--- config.mk ---
export PLATFORM = sky130hd
export DESIGN_NAME = pwm_reload_timer
export DESIGN_NICKNAME = d
export VERILOG_FILES = /design/src/rtl/tmr_pkg.sv /design/src/rtl/tmr_prescaler.sv /design/src/rtl/tmr_regs.sv /design/src/rtl/tmr_count.sv /design/src/rtl/pwm_reload_timer.sv
export SDC_FILE = /design/constraint.sdc
export NUM_CORES = 1
export LEC_CHECK = 0
export BUFFER_PORTS_ARGS = -buffer_cell sky130_fd_sc_hd__clkbuf_2
export CAP_MARGIN = 20
export CORE_ASPECT_RATIO = 0.5
export CORE_MARGIN = 2
export CORE_UTILIZATION = 57
export DETAILED_ROUTE_END_ITERATION = 6
export PLACE_DENSITY = 0.81
export SLEW_MARGIN = 40
export SYNTH_ARGS = -nofsm -noshare
export SYNTH_HDL_FRONTEND = slang
export SYNTH_HIERARCHICAL = 1
export SYNTH_SLANG_ARGS = --single-unit
--- constraint.sdc ---
create_clock -name clk -period 2.85 [get_ports clk]
set_input_delay 0.57 -clock clk [delete_from_list [all_inputs] [get_ports clk]]
set_output_delay 0.57 -clock clk [all_outputs]
set_load 0.005 [all_outputs]
--- src/rtl/tmr_pkg.sv ---
package tmr_pkg;
    localparam int ADDR_W = 2;

    localparam logic [ADDR_W-1:0] A_COUNT  = 2'd0;
    localparam logic [ADDR_W-1:0] A_RELOAD = 2'd1;
    localparam logic [ADDR_W-1:0] A_CTRL   = 2'd2;

    localparam int B_PEND = 7;
    localparam int B_PSEL = 5;
    localparam int B_IE   = 4;
    localparam int B_TE   = 3;
    localparam int B_RUN  = 2;

    typedef struct packed {
        logic       pend;
        logic [1:0] psel;
        logic       ie;
        logic       te;
        logic       run;
    } ctrl_t;

    function automatic logic [7:0] ctrl_pack(ctrl_t c);
        return {c.pend, c.psel, c.ie, c.te, c.run, 2'b00};
    endfunction
endpackage

--- src/rtl/tmr_prescaler.sv ---
module tmr_prescaler #(
    parameter int SEL_W = 2
) (
    input  logic             clk,
    input  logic             rst_n,
    input  logic             run,
    input  logic             base_tick,
    input  logic [SEL_W-1:0] sel,
    output logic             ptick
);
    localparam int MAX_SHIFT = (1 << SEL_W) - 1;
    localparam int PRE_W     = (MAX_SHIFT < 1) ? 1 : MAX_SHIFT;

    typedef struct packed {
        logic [PRE_W-1:0] pre;
    } pre_st_t;

    pre_st_t          st_d, st_q;
    logic [PRE_W-1:0] lim;

    always_comb begin
        lim   = PRE_W'((32'd1 << sel) - 32'd1);
        st_d  = st_q;
        ptick = 1'b0;
        if (!run) begin
            // stopped: hold at zero so a restart begins a full period
            st_d.pre = '0;
        end else if (base_tick) begin
            if (st_q.pre >= lim) begin
                st_d.pre = '0;
                ptick    = 1'b1;
            end else begin
                st_d.pre = st_q.pre + 1'b1;
            end
        end
    end

    always_ff @(posedge clk or negedge rst_n) begin
        if (!rst_n) st_q <= '0;
        else        st_q <= st_d;
    end
endmodule

--- src/rtl/tmr_regs.sv ---
module tmr_regs #(
    parameter int DATA_W = 8
) (
    input  logic                      clk,
    input  logic                      rst_n,
    input  logic                      wr_en,
    input  logic [tmr_pkg::ADDR_W-1:0] addr,
    input  logic [DATA_W-1:0]         wdata,
    input  logic                      uflow,
    output tmr_pkg::ctrl_t            ctrl,
    output logic [DATA_W-1:0]         reload
);
    import tmr_pkg::*;

    typedef struct packed {
        ctrl_t             ctrl;
        logic [DATA_W-1:0] reload;
    } regs_st_t;

    regs_st_t st_d, st_q;

    always_comb begin
        st_d = st_q;
        if (wr_en && addr == A_RELOAD) begin
            st_d.reload = wdata;
        end
        if (wr_en && addr == A_CTRL) begin
            st_d.ctrl.psel = wdata[B_PSEL +: 2];
            st_d.ctrl.ie   = wdata[B_IE];
            st_d.ctrl.te   = wdata[B_TE];
            st_d.ctrl.run  = wdata[B_RUN];
            if (!wdata[B_PEND]) st_d.ctrl.pend = 1'b0;
        end
        // a hardware set beats a software clear in the same cycle
        if (uflow) st_d.ctrl.pend = 1'b1;
    end

    always_ff @(posedge clk or negedge rst_n) begin
        if (!rst_n) st_q <= '0;
        else        st_q <= st_d;
    end

    assign ctrl   = st_q.ctrl;
    assign reload = st_q.reload;
endmodule

--- src/rtl/tmr_count.sv ---
module tmr_count #(
    parameter int DATA_W = 8
) (
    input  logic              clk,
    input  logic              rst_n,
    input  logic              ptick,
    input  logic              te,
    input  logic              load,
    input  logic [DATA_W-1:0] load_val,
    input  logic [DATA_W-1:0] reload,
    output logic [DATA_W-1:0] cnt,
    output logic              uflow,
    output logic              pwm
);
    typedef struct packed {
        logic [DATA_W-1:0] cnt;
        logic              pwm;
    } cnt_st_t;

    cnt_st_t st_d, st_q;

    always_comb begin
        st_d  = st_q;
        uflow = ptick && !load && (st_q.cnt == '0);
        if (load) begin
            st_d.cnt = load_val;
        end else if (ptick) begin
            if (st_q.cnt == '0) begin
                st_d.cnt = reload;
                if (te) st_d.pwm = ~st_q.pwm;
            end else begin
                st_d.cnt = st_q.cnt - 1'b1;
            end
        end
    end

    always_ff @(posedge clk or negedge rst_n) begin
        if (!rst_n) begin
            st_q.cnt <= '1;
            st_q.pwm <= 1'b0;
        end else begin
            st_q <= st_d;
        end
    end

    assign cnt = st_q.cnt;
    assign pwm = st_q.pwm;
endmodule

--- src/rtl/pwm_reload_timer.sv ---
module pwm_reload_timer #(
    parameter int DATA_W = 8
) (
    input  logic              clk,
    input  logic              rst_n,
    input  logic              base_tick,
    input  logic              wr_en,
    input  logic [1:0]        addr,
    input  logic [DATA_W-1:0] wdata,
    output logic [DATA_W-1:0] rdata,
    output logic              irq,
    output logic              pwm_out
);
    import tmr_pkg::*;

    localparam int SEL_W = 2;

    ctrl_t             ctrl;
    logic [DATA_W-1:0] reload;
    logic [DATA_W-1:0] cnt;
    logic              uflow;
    logic              ptick;
    logic              pend, ie, te, run;
    logic              cnt_wr;

    assign pend   = ctrl.pend;
    assign ie     = ctrl.ie;
    assign te     = ctrl.te;
    assign run    = ctrl.run;
    assign cnt_wr = wr_en && (addr == A_COUNT);

    tmr_prescaler #(.SEL_W(SEL_W)) u_pre (
        .clk       (clk),
        .rst_n     (rst_n),
        .run       (run),
        .base_tick (base_tick),
        .sel       (ctrl.psel),
        .ptick     (ptick)
    );

    tmr_regs #(.DATA_W(DATA_W)) u_regs (
        .clk    (clk),
        .rst_n  (rst_n),
        .wr_en  (wr_en),
        .addr   (addr),
        .wdata  (wdata),
        .uflow  (uflow),
        .ctrl   (ctrl),
        .reload (reload)
    );

    tmr_count #(.DATA_W(DATA_W)) u_cnt (
        .clk      (clk),
        .rst_n    (rst_n),
        .ptick    (ptick),
        .te       (te),
        .load     (cnt_wr),
        .load_val (wdata),
        .reload   (reload),
        .cnt      (cnt),
        .uflow    (uflow),
        .pwm      (pwm_out)
    );

    always_comb begin
        case (addr)
            A_COUNT:  rdata = cnt;
            A_RELOAD: rdata = reload;
            A_CTRL:   rdata = DATA_W'(ctrl_pack(ctrl));
            default:  rdata = '0;
        endcase
    end

    assign irq = pend && ie;
endmodule

# == After elaboration in Yosys (flattened, before gate mapping) ==
# Index checks and enable logic that the tools add are counted.
# word_totals
elab_cells,48
inputBits,14
regBits,26
# op_classes
n_eq_ne,4
magnitude_cmp,1
mux,15
reduce_logical,13
n_shift,1
add_sub_neg,3
bitwise,2
# ops
operator,n
$pmux W8 S3,1
$mux W8,2
$mux W3,3
$mux W9,1
$logic_not A8 Y1,1
$sub A8 B1 Y8 const B,1
$mux W1,7
$logic_and A1 B1 Y1,6
$mux W6,1
$reduce_and A4 Y1,1
$reduce_bool A2 Y1,2
$add A3 B1 Y3 const B,1
$ge A3 B3 Y1,1
$shl A1 B2 Y3 const A,1
$sub A3 B1 Y3 const B,1
$eq A2 B1 Y1 const B,1
$eq A2 B2 Y1 const B,1
$logic_not A2 Y1,1
$ne A2 B1 Y1 const B,1
$ne A2 B2 Y1 const B,1
$not A1 Y1,2
$reduce_and A2 Y1,1
$logic_not A1 Y1,1

# == Logic depth before layout (Yosys ltp) ==
# depth
ltp_word,10
ltp_mapped,11

# == Hierarchy ==
# The synthesis kept the hierarchy.
# by_module_without_submodules
mod,seq_area_each_um2,instances,cells_each,area_each_um2
tmr_count,235.2,1,86,758.2
tmr_regs,350.3,1,31,551.8
tmr_prescaler,75.1,1,27,237.7
pwm_reload_timer,0.0,1,21,186.4

# == Worst setup path before layout ==
# No wires, ideal clock.
# synth_path
kind,register to register
start,register u_regs.st_q (netlist bit u_regs/ctrl[4])
end,register u_regs.st_q (netlist bit u_regs/ctrl[5])
setup_time_ns,0.121
n_path_buf,2
path_slack_ns,0.547
required_time_ns,2.729
stages_incl_launch_ff,12
arrival_ns,2.182
path_cell_list,dfrtp_1 -> or2_2 -> ha_1 -> nor2b_1 -> o21ai_2 -> and3_1 -> buf_4 -> nand2b_1 -> clkbuf_2 -> nor2_1 -> or2_2 -> o22a_1
# synth_between
elab_chain_cells,10
# synth_rtl
item,line,rtl
start: declaration,tmr_regs.sv:20,"regs_st_t st_d, st_q;"
start signal: assignment,tmr_regs.sv:40,else st_q <= st_d;
$shl A1 B2 Y3 (*),tmr_prescaler.sv:22,lim = PRE_W'((32'd1 << sel) - 32'd1);
$sub A3 B1 Y3 (*),tmr_prescaler.sv:22,
$ge A3 B3 Y1 (*),tmr_prescaler.sv:29,if (st_q.pre >= lim) begin
$mux W1 (*),tmr_prescaler.sv:29,
$mux W1 (*),tmr_prescaler.sv:28,end else if (base_tick) begin
$mux W1 (*),tmr_prescaler.sv:25,if (!run) begin
named net ptick,pwm_reload_timer.sv:22,logic ptick;
$logic_and A1 B1 Y1 (*) (2 in series),tmr_count.sv:24,uflow = ptick && !load && (st_q.cnt == '0);
named net uflow,pwm_reload_timer.sv:21,logic uflow;
$ne A2 B1 Y1 (no line) / $reduce_bool A2 Y1 (equally long branches),n/a,
$reduce_and A2 Y1 (no line),n/a,
# The timed path passes the listed nets; every way through them passes the cells marked *.
# A chain may end at the register's enable or synchronous reset.

# == Worst setup path after layout ==
# layout_path
start,register u_regs.st_q (netlist bit u_regs/ctrl[4])
end,register u_cnt/cnt[7] (netlist name)
# layout_between
elab_chain_cells,7
# layout_rtl
item,line
$shl A1 B2 Y3,tmr_prescaler.sv:22
$sub A3 B1 Y3,tmr_prescaler.sv:22
$ge A3 B3 Y1,tmr_prescaler.sv:29
$mux W1,tmr_prescaler.sv:29
$mux W1,tmr_prescaler.sv:28
$mux W1,tmr_prescaler.sv:25
named net ptick,pwm_reload_timer.sv:22
$reduce_bool A2 Y1 (no line),n/a
# The timed path passes the listed nets, and every way through them passes these cells.

==> out/results.txt <==
From left edge to right edge, the die measures 82.0 µm. The start of the worst register-to-register path is u_regs/ctrl[4]$_DFFE_PN0P_. The layer flagged by global routing as most heavily used is met2. Counting the buffers created by CTS gives 3. The analysis attributes to cell leakage a power of 0.847 nW. After synthesis, the largest family of logic cells by area is simple AND/OR/NAND/NOR gates. For the final number of hold-violating endpoints, the log shows 0.

The final layout contains 206 nets. The distinct cell type count of the synthesized netlist was 48. The synthesized design contains 0 enable-type register cells.

The average via count per standard cell is 6.16, and the via count of the first global-routing pass is 1295. The placer's final routability congestion estimate came out at 0.887. Entering global routing, the biggest net connects 27 pins. CTS saw 26 sinks. The initial utilization of the core area, before any placement, comes to 58.9%.

The region available for standard cell placement spans 2940 µm². Share of the yosys chip area belonging to registers: 38.1%. TritonCTS built the clock tree. Among all flip-flop cells after synthesis, the most frequent one is sky130_fd_sc_hd__dfrtp_1. The tools report the endpoint type of the worst setup path as a flip-flop.

The worst min-delay path category is in2async. The count of cells in the finished layout, fillers not included, comes to 225. Achievable clock frequency: 389 MHz. The via count came out at 1386. The fraction of the mapped netlist area in compound gates works out to 15.2%. The transition at the pin with the smallest max-transition slack is 0.665 ns, and the length of the first detailed-routing pass in iterations is 4. Total power for the finished layout comes to 0.00149 W. H-tree depth: 1. Setup repair after global routing left no endpoint under its margin.

By startpoint and endpoint, the worst setup path is classified as reg2reg. Across the VDD grid, the largest voltage drop is 352 µV. The worst setup path is launched from a flip-flop.

After routing, the total negative slack on setup checks comes to 0 ns. The portion of netlist area occupied by mux cells works out to 14.3%. Each instance of the synthesized netlist takes up on average 10.5 µm². Max-slew violation total from the final report: 0. The number of nets handed over by synthesis was 185. Clock-pin slew was measured on the worst setup and hold paths at 0.09 ns.

The count of inserted antenna diode cells is 0. Buffers added to address setup during post-CTS repair amount to 0. OpenSTA, run right after detailed placement, puts the worst setup slack at 0.385 ns. The final wirelength is 3960 µm. Detailed-route DRC error count: 0. The quantity of I/O buffers inserted on ports was 23; the combined global-route utilization of all metal layers was 24.3%. In this run the count of I/O pins placed on the die edge is 24. The post-route minimum period was 2.57 ns; the register bit total from synthesis was 26. The clock reaches the later pin of the worst-skew pair after 0.27 ns.

Compared with the post-synthesis result, the final layout area differs by 9.45%. Of the total synthesized cell area, the portion taken by AND, OR, NAND and NOR gates is 22.0%. Placed instance count: 221.

The data arrival at the endpoint of the critical path was 2.76 ns. The die covers 3530 µm². The run gives 0 as the number of buffers inserted for hold repair after clock tree synthesis. The Yosys step of the flow raised 6 warnings.

The row count was 14. Met3 track utilization from global routing: 5.74%. The wire-length estimate of the detail-placed layout is 2820 µm. The buffer type at the clock tree root is sky130_fd_sc_hd__clkbuf_8. Global routing met1 resource utilization: 36.0%.

The run finished with clean final reports. Adder and majority gate portion of the synthesized area: 4.33%. The final setup slack of the worst path was 0.282 ns. The clock passes through at most 2 buffers.

For the number of setup violations in the final report, the log shows 0. For the final database, setup skew stands at 0.00900 ns. In this run the remaining antenna-violating nets after routing total 0. The tools report the quantity of gates resized following cts as 0. After the first detailed-routing iteration, the DRC count stood at 144. The worst slew slack as a fraction of its limit is 55.7%. For this run, asynchronously set or reset flops after synthesis account for 100%. The run gives 1730 µm² as the area of the mapped netlist.

Global routing consumed, on the met2 layer, 36.7% of the routing resources. In this run the vertical extent of the chip is 43.0 µm. The critical-path maximum fanout works out to 9. The tools report the number of antenna violations at the first check in global routing as 0.

Across the run, the number of max-cap violations was 0. The portion of the clock cycle consumed by the worst path in the final layout works out to 90.1%. The first global-routing pass estimated 6420 µm of wire. The critical path starts at u_regs/ctrl[4]$_DFFE_PN0P_. Cells with a size suffix above 1 make up 35.1% of the layout. Data on the critical path is required at its endpoint by 3.04 ns. The run gives 0 as the total congestion overflow after global routing. The synthesized-area fraction occupied by xor and xnor cells came out at 1.01%. The run gives 165 as the number of standard cells after synthesis. In the final routed layout, each cell accounts on average for 17.6 µm. Power per cell area: 786 nW/µm².
==> logic make-up (layout without fill, tap and decap cells) <==
kind of cell               count (synthesis)  in the layout
AOI/OAI and AO/OA                         39             39
xor gates and xnor gates                   2              2
adders and majority gates                  6              6
buffers and inverters                     13             33
DFF                                       26             26
muxes                                     23             23
and+or+nand+nor                           56             56
==> metrics by stage <==
stage | util [%] | hold WS [ns] | instance area, µm²
after global routing | 64.5 | 0.357 | 1900
after global placement | 62.6 | 0.474 | 1840
after detailed placement | 62.6 | 0.470 | 1840
after CTS | 64.5 | 0.335 | 1900
final | 64.5 | 0.314 | 1900
after floorplan | - | 0.274 | 1730
==> where the power goes <==
| group | internal [W] | leakage, nW | switching, W |
|---|---|---|---|
| registers | 0.000503 | 0.306 | 0.000155 |
| clock network | 0.000124 | 0.0288 | 0.000116 |
| logic | 0.000287 | 0.512 | 0.000308 |
| total | 0.000913 | 0.847 | 0.000580 |
==> critical path, stage by stage (launching register included) <==
cell                        delay (ns)
sky130_fd_sc_hd__dfrtp_1          0.42
sky130_fd_sc_hd__or2_2            0.30
sky130_fd_sc_hd__ha_1             0.28
sky130_fd_sc_hd__nor2b_1          0.05
sky130_fd_sc_hd__o21ai_2          0.20
sky130_fd_sc_hd__and3_1           0.37
sky130_fd_sc_hd__nand2b_1         0.26
sky130_fd_sc_hd__nor4_1           0.28
sky130_fd_sc_hd__o2111ai_1        0.18
sky130_fd_sc_hd__o211ai_1         0.15
==> worst paths after layout <==
path | end | slack, ns | depth (start not counted)
setup / recovery | u_cnt/cnt[7]$_DFFE_PN1P_ | 0.28 | 9
hold / removal | u_regs/reload[3]$_DFFE_PN0P_ | 0.31 | 1
max in group asynchronous | u_regs/ctrl[5]$_DFFE_PN0P_ | 2.11 | 1
hold reg to reg | u_cnt/pwm$_DFFE_PN0P_ | 0.49 | 1
setup reg to reg | u_cnt/cnt[7]$_DFFE_PN1P_ | 0.28 | 9
min in group clk | u_cnt/pwm$_DFFE_PN0P_ | 0.49 | 1
==> layer usage <==
metal	routed length (µm)	up-vias	part of all wire, %
met2	1780	55	45
met4	27	0	0.68
met1	1900	677	48
li1	-	650	-
met3	244	4	6.2
met5	0	-	0
==> flip-flops by register name, indices dropped and copies added, names as in the netlist <==
name and flops:
u_cnt/cnt 8, u_regs/reload 8, u_regs/ctrl 6, u_pre/st_q 3
u_cnt/pwm 1
==> placed cells by master (no fill, tap or decap), drive strengths merged, types with 2 or more instances in the layout <==
cell | netlist | layout
dfrtp | 18 | 18
o211ai | 2 | 2
a21oi | 12 | 12
nor2b | 2 | 2
and3 | 2 | 2
o22ai | 2 | 2
nand3b | 3 | 3
mux2 | 14 | 14
a211o | 2 | 2
nand2b | 3 | 3
or2 | 2 | 2
and2 | 2 | 2
nand3 | 4 | 4
o21ai | 8 | 8
mux2i | 9 | 9
nand2 | 12 | 12
nor4 | 3 | 3
clkbuf | 2 | 27
nor3b | 5 | 5
nor2 | 8 | 8
nor3 | 5 | 5
o2bb2ai | 6 | 6
ha | 6 | 6
dfstp | 8 | 8
inv | 5 | 5
==> cell type report <==
| cell class | count | area (µm²) |
|---|---|---|
| Multi-Input combinational cell | 126 | 991 |
| Sequential cell | 26 | 661 |
| Fill cell | 247 | 1040 |
| Inverter | 5 | 18.8 |
| Tap cell | 40 | 50.0 |
| Timing Repair Buffer | 24 | 123 |
| Clock buffer | 4 | 55.1 |
==> synth_stat cells, types with 2 or more instances <==
library cell | count | area, µm²
sky130_fd_sc_hd__nand3b_4 | 2 | 40.0
sky130_fd_sc_hd__nand2_1 | 12 | 45.0
sky130_fd_sc_hd__buf_4 | 2 | 15.0
sky130_fd_sc_hd__nor3_2 | 2 | 20.0
sky130_fd_sc_hd__or2_2 | 2 | 12.5
sky130_fd_sc_hd__ha_1 | 6 | 75.1
sky130_fd_sc_hd__o21ai_0 | 6 | 30.0
sky130_fd_sc_hd__and2_1 | 2 | 12.5
sky130_fd_sc_hd__nor4_1 | 3 | 18.8
sky130_fd_sc_hd__mux2i_1 | 9 | 90.1
sky130_fd_sc_hd__and3_1 | 2 | 12.5
sky130_fd_sc_hd__a21oi_1 | 12 | 60.1
sky130_fd_sc_hd__o2bb2ai_1 | 6 | 52.6
sky130_fd_sc_hd__nor3_1 | 3 | 15.0
sky130_fd_sc_hd__nor2_1 | 8 | 30.0
sky130_fd_sc_hd__o211ai_1 | 2 | 15.0
sky130_fd_sc_hd__dfrtp_1 | 18 | 450
sky130_fd_sc_hd__mux2_2 | 14 | 158
sky130_fd_sc_hd__buf_6 | 4 | 45.0
sky130_fd_sc_hd__dfstp_2 | 8 | 210
sky130_fd_sc_hd__a211o_1 | 2 | 17.5
sky130_fd_sc_hd__inv_1 | 5 | 18.8
sky130_fd_sc_hd__nor3b_1 | 4 | 30.0
sky130_fd_sc_hd__nand3_1 | 4 | 20.0
sky130_fd_sc_hd__o22ai_1 | 2 | 12.5
sky130_fd_sc_hd__nand2b_1 | 3 | 18.8
(Power assumes the default switching activity.)
